**src/rtl/divPkg.sv**
```systemverilog
package divPkg;

  // strobes from the sequencer to the datapath, at most one high per cycle
  typedef struct packed {
    logic load;      // capture operands, pre-shifted by one bit
    logic loadZero;  // zero-divisor shortcut result
    logic iterate;   // one trial subtract and shift
    logic fix;       // pull the over-shifted remainder back by one bit
  } divCtrlT;

  typedef enum logic [1:0] {
    ST_IDLE = 2'd0,
    ST_RUN  = 2'd1,
    ST_FIX  = 2'd2
  } divStateT;

endpackage

```
**src/rtl/divDatapath.sv**
```systemverilog
module divDatapath
  import divPkg::*;
#(
  parameter int WIDTH = 32
) (
  input  logic             clk,
  input  logic             rstN,
  input  divCtrlT          ctrl,
  input  logic [WIDTH-1:0] dividend,
  input  logic [WIDTH-1:0] divisor,
  output logic [WIDTH-1:0] quotient,
  output logic [WIDTH-1:0] remainder
);

  localparam int W = WIDTH;

  logic [W-1:0] hiQ;       // partial remainder
  logic [W-1:0] loQ;       // dividend bits leaving, quotient bits entering
  logic         spillQ;    // bit shifted out of hiQ, extends it to W+1 bits
  logic [W-1:0] divReg;

  logic [W:0]   trial;
  logic         trialNeg;
  logic [W-1:0] keep;

  // {spill,hi} < 2*divisor, so an (W+1)-bit difference has an exact sign bit
  assign trial    = {spillQ, hiQ} - {1'b0, divReg};
  assign trialNeg = trial[W];
  assign keep     = trialNeg ? hiQ : trial[W-1:0];

  always_ff @(posedge clk or negedge rstN) begin
    if (!rstN) begin
      hiQ    <= '0;
      loQ    <= '0;
      spillQ <= 1'b0;
      divReg <= '0;
    end else if (ctrl.load) begin
      hiQ    <= {{(W-1){1'b0}}, dividend[W-1]};
      loQ    <= {dividend[W-2:0], 1'b0};
      spillQ <= 1'b0;
      divReg <= divisor;
    end else if (ctrl.loadZero) begin
      hiQ    <= dividend;
      loQ    <= '1;
      spillQ <= 1'b0;
      divReg <= divisor;
    end else if (ctrl.iterate) begin
      spillQ <= keep[W-1];
      hiQ    <= {keep[W-2:0], loQ[W-1]};
      loQ    <= {loQ[W-2:0], ~trialNeg};
    end else if (ctrl.fix) begin
      hiQ    <= {spillQ, hiQ[W-1:1]};
      spillQ <= 1'b0;
    end
  end

  assign quotient  = loQ;
  assign remainder = hiQ;

endmodule

```
**src/rtl/divControl.sv**
```systemverilog
module divControl
  import divPkg::*;
#(
  parameter int WIDTH = 32
) (
  input  logic    clk,
  input  logic    rstN,
  input  logic    start,
  input  logic    divisorIsZero,
  output divCtrlT ctrl,
  output logic    busy,
  output logic    done,
  output logic    divZero
);

  localparam int CW = (WIDTH > 2) ? $clog2(WIDTH) : 1;
  localparam logic [CW-1:0] LAST_STEP = CW'(WIDTH - 1);

  divStateT      stateQ, stateD;
  logic [CW-1:0] stepQ;
  logic          accept;

  assign accept = (stateQ == ST_IDLE) && start;
  assign busy   = (stateQ != ST_IDLE);

  always_comb begin
    ctrl   = '0;
    stateD = stateQ;
    case (stateQ)
      ST_IDLE: begin
        if (accept) begin
          if (divisorIsZero) begin
            ctrl.loadZero = 1'b1;
          end else begin
            ctrl.load = 1'b1;
            stateD    = ST_RUN;
          end
        end
      end
      ST_RUN: begin
        ctrl.iterate = 1'b1;
        if (stepQ == LAST_STEP) stateD = ST_FIX;
      end
      ST_FIX: begin
        ctrl.fix = 1'b1;
        stateD   = ST_IDLE;
      end
      default: stateD = ST_IDLE;
    endcase
  end

  always_ff @(posedge clk or negedge rstN) begin
    if (!rstN) begin
      stateQ  <= ST_IDLE;
      stepQ   <= '0;
      done    <= 1'b0;
      divZero <= 1'b0;
    end else begin
      stateQ <= stateD;
      done   <= ctrl.fix | ctrl.loadZero;
      if (accept) divZero <= divisorIsZero;
      if (ctrl.load)         stepQ <= '0;
      else if (ctrl.iterate) stepQ <= stepQ + 1'b1;
    end
  end

endmodule

```
**src/rtl/seqDivider.sv**
```systemverilog
module seqDivider
  import divPkg::*;
#(
  parameter int WIDTH = 32
) (
  input  logic             clk,
  input  logic             rstN,
  input  logic             start,
  input  logic [WIDTH-1:0] dividend,
  input  logic [WIDTH-1:0] divisor,
  output logic             busy,
  output logic             done,
  output logic             divZero,
  output logic [WIDTH-1:0] quotient,
  output logic [WIDTH-1:0] remainder
);

  divCtrlT ctrl;
  logic    divisorIsZero;

  assign divisorIsZero = (divisor == '0);

  divControl #(.WIDTH(WIDTH)) u_control (
    .clk           (clk),
    .rstN          (rstN),
    .start         (start),
    .divisorIsZero (divisorIsZero),
    .ctrl          (ctrl),
    .busy          (busy),
    .done          (done),
    .divZero       (divZero)
  );

  divDatapath #(.WIDTH(WIDTH)) u_datapath (
    .clk       (clk),
    .rstN      (rstN),
    .ctrl      (ctrl),
    .dividend  (dividend),
    .divisor   (divisor),
    .quotient  (quotient),
    .remainder (remainder)
  );

endmodule

```
**config.mk**
```make
export PLATFORM = sky130hd
export DESIGN_NAME = seqDivider
export DESIGN_NICKNAME = d
export VERILOG_FILES = /design/src/rtl/divPkg.sv /design/src/rtl/divDatapath.sv /design/src/rtl/divControl.sv /design/src/rtl/seqDivider.sv
export SDC_FILE = /design/constraint.sdc
export NUM_CORES = 1
export LEC_CHECK = 0
export BUFFER_PORTS_ARGS = -buffer_cell sky130_fd_sc_hd__buf_2
export CAP_MARGIN = 20
export CORE_ASPECT_RATIO = 1.1
export CORE_UTILIZATION = 30
export DETAILED_ROUTE_END_ITERATION = 7
export PLACE_DENSITY = 0.46
export SETUP_SLACK_MARGIN = 0.3
export SLEW_MARGIN = 20
export SYNTH_ARGS = -nofsm -noshare
export SYNTH_HDL_FRONTEND = slang
export SYNTH_HIERARCHICAL = 1
export SYNTH_SLANG_ARGS = --single-unit
```
**constraint.sdc**
```tcl
create_clock -name clk -period 3.7 [get_ports clk]
set_input_delay 1.11 -clock clk [delete_from_list [all_inputs] [get_ports clk]]
set_output_delay 1.11 -clock clk [all_outputs]
set_load 0.005 [all_outputs]
```
==> impl_metrics.toml <==
[clocking]
worstSkewPairLatency_ns = 0.37
cts_tree = "built"
clk_pin_slew_ns = 0.07
cts_root_buf = "clkbuf_16"
clock_sinks = 106
cts_buffer_depth = 2
cts_inserted_buffers = 9
htreeDepth = 3

[timing]
rsz0062_at_grt = "yes"
fmax_ghz = 0.303
hold_ws_ns = 0.471
slew_viol_final = 0
fin_crit_sh_pct = 89.1
finalCriticalPeriod_ns = 3.30
maxSlewHeadroom_pct = 49.5
max_slew.worst_pin.slew_ns = 0.757
clock_skew_ns = 0.00946
finalHoldViolCount = 0
setup_viol = 0
finalSetupTns_ns = 0
finalWorstSetupSlack_ns = 0.404

[global_routing]
antenna_found_initial = 0
grt.total_usage_pct = 19.2
grt_start_max_net_pins = 52
overflow = 0
grt_pass1_wl_um = 35300
grt_pass1_vias = 6273

[pwr]
combPwrFrac_pct = 69.4
p_leak_nw = 4.31
seq_power_share_pct = 21.1
power.density_nw_per_um2 = 1210
power_w = 0.0109
power_switching_w = 0.00488
p_clk_share_pct = 9.5
peakVddDrop_v = 0.000382
power_switching_share_pct = 44.7
p_int_w = 0.00604

[place]
place_area_um2 = 8420
place_congestion = 0.797
numPortBuffers = 133
dp_slack_ns = 0.00487
hpwl_um = 17500

[detailed_routing]
first_pass_iters = 5
dr_total_vias = 6178
drcViolationCount = 0
wl_um = 22700
ant_nets = 0
drtIter0Drc = 295
wl_per_cell_um = 18.6
avgViaCountPerCell = 5.06

[floorplan]
core_area_um2 = 22900
fp.dieW_um = 148
start_util_pct = 30.7
dieArea_um2 = 24100
ios = 134
die_y_um = 163
row_count = 58

[critical_path]
cp_common_cell = "o21ai_2"
worstSetupPathType = "flip-flop to flip-flop"
critPathMaxFanout = 5
crit_slowest_cell = "or4b_4"
critPathLaunchType = "flip-flop"
critPathCaptureType = "flip-flop"
slowest_delay_ns = 0.54
required_ns = 3.95
arrival_ns = 3.54
crit_path_cell_trace = "ha_4 > a21o_1 > or3_4 > o21ai_4 > o21ai_2 > o2111a_1 > buf_6 > o21ai_2 > or4b_4 > buf_12 > mux2i_1 > a211oi_2 > a221o_1"

[outcome]
status = "finished clean"

[synth]
synth-main-ff-cell = "dfrtp_1"
netlist_instances = 746
syn_area_per_cell_um2 = 9.45
ys_warn_count = 6
async_reset_ff_share_pct = 100
syn-cell-area_um2 = 7050
synth_nets = 848
yosysUniqueCellTypes = 61
synth_edf_count = 0
ys_seq_area_share_pct = 37.6
synth_seq_cells = 106

[layout]
drive_gt1_share_pct = 31.2
final_area_um2 = 8990
num_antenna_cells = 0
fin_nets = 1019
area_growth_syn_to_layout_pct = 27.5
fillCellCount = 2440

[flow_run]
maxCapViolations = 0

[hold_path]
worstHoldPathType = "flip-flop to flip-flop"
-- registers in the layout (all words and copies together) (netlist names) --
name and cells:
u_control/divZero 1, u_control/done 1, u_control/stateQ 2, u_control/stepQ 5
u_datapath/divReg 32, u_datapath/quotient 32, u_datapath/remainder 32, u_datapath/spillQ 1
-- kinds of logic after synthesis --
logic type / Yosys count / share of synthesized area (%)
multiplexers: 114 / 16.8
AND/OR/NAND/NOR: 200 / 14.3
adder cells (fa/ha/maj): 35 / 6.32
AO/OA/AOI/OAI: 184 / 17.1
buffers and inverters: 81 / 4.67
flip-flops: 106 / 37.6
XOR/XNOR: 26 / 3.23
-- synth_stat cells, types with 3 or more instances --
master / n / area share (%)
dfrtp_1: 106 / 38
mux2i_1: 79 / 11
a21oi_1: 69 / 4.9
nand2_1: 61 / 3.2
inv_1: 44 / 2.3
nor2_1: 40 / 2.1
nor2b_1: 39 / 3.5
ha_1: 34 / 6.0
mux2_2: 34 / 5.4
clkbuf_1: 25 / 1.3
o21ai_0: 25 / 1.8
o221ai_1: 23 / 2.9
a21o_1: 16 / 1.7
xor2_1: 14 / 1.7
xnor2_1: 12 / 1.5
nand2b_1: 11 / 0.98
nand3_1: 11 / 0.78
nor4_1: 7 / 0.62
o211ai_1: 7 / 0.75
a211oi_1: 6 / 0.64
nor3_1: 6 / 0.43
and3_1: 5 / 0.44
buf_2: 5 / 0.35
o21a_1: 5 / 0.53
a221o_1: 4 / 0.57
a31oi_1: 4 / 0.35
buf_1: 4 / 0.21
nand4_1: 4 / 0.35
o31ai_1: 3 / 0.32
-- critical path, delay by kind of cell (launching register included) --
family                   cells  cell delay [ns]
AO/OA/AOI/OAI                7             1.17
AND/OR/NAND/NOR              2             0.89
flip-flops                   1             0.41
buffers and inverters        2             0.30
multiplexers                 1             0.16
adder cells (fa/ha/maj)      1             0.25
-- power groups by stage --
stage	registers (W)	logic [W]	clock network, W
2_1_floorplan	0.00223	0.00486	0
3_3_place_gp	0.00233	0.00693	0
3_5_place_dp	0.00233	0.00696	0
4_1_cts	0.00231	0.00704	0.00108
5_1_grt	0.00239	0.00837	0.00112
6_report	0.00230	0.00758	0.00104
-- final timing paths --
check / to / slack [ns] / depth (start not counted) / start
max in group asynchronous: u_datapath/divReg[20] / 2.17 / 2 / rstN
worst max-delay path: u_datapath/remainder[25] / 0.40 / 13 / u_datapath/remainder[5]
worst min-delay path: u_control/stepQ[3] / 0.47 / 1 / u_control/stepQ[3]
worst min register to register: u_control/stepQ[3] / 0.47 / 1 / u_control/stepQ[3]
min in group asynchronous: u_datapath/divReg[29] / 0.80 / 1 / rstN
worst max register to register: u_datapath/remainder[25] / 0.40 / 13 / u_datapath/remainder[5]
-- timing repair --
| item | CTS | global route |
|---|---|---|
| pin swaps | 2 | 8 |
| gates resized for setup | 5 | 32 |
| setup endpoints to repair | 33 | 33 |
| cloned | 0 | 2 |
| hold buffers | 0 | 0 |
| setup buffers | 2 | 3 |
-- area by class of cell --
cell class              count  area [µm²]  area share, %
flip-flops and latches    106        2650           29.5
inverters                  44         165           1.84
well taps                 300         375           4.18
multi-input cells         559        4250           47.2
clock inverters             6        71.3          0.793
clock buffers              10         239           2.66
repair buffers            197        1240           13.8
-- metrics by stage --
step / util, % / cells
after floorplan: - / 746
after global placement: 36.7 / 1199
after detailed placement: 36.7 / 1199
after CTS: 38.2 / 1217
after global routing: 39.2 / 1222
final: 39.2 / 1222
-- placed cells by master (no fill, tap or decap), types with 3 or more instances in the layout --
cell and count:
a221o_1 4, a21o_1 16, nor3_1 4, a31oi_1 4, nor2_1 39, clkbuf_16 11, ha_1 30, dfrtp_1 106
o21ai_0 24, o211ai_1 7, o21ai_2 3, nand4_1 4, nand2b_1 10, mux2i_1 79, and3_1 5, nand2_1 61
a21oi_1 61, o21a_1 5, nor4_1 6, nor2b_1 38, a211oi_1 4, xor2_1 14, buf_2 132, xnor2_1 12
mux2_2 34, nand3_1 11, a21oi_2 7, buf_4 57, o221ai_1 23, buf_12 4, inv_1 42
-- layer usage --
layer | up-vias | wire length (µm) | GRT usage [%]
li1 | 3030 | - | -
met1 | 2978 | 9950 | 24.0
met2 | 137 | 11500 | 33.6
met3 | 33 | 752 | 3.14
met4 | 0 | 512 | 5.95
met5 | - | 0 | 0
(Power assumes the default switching activity.)
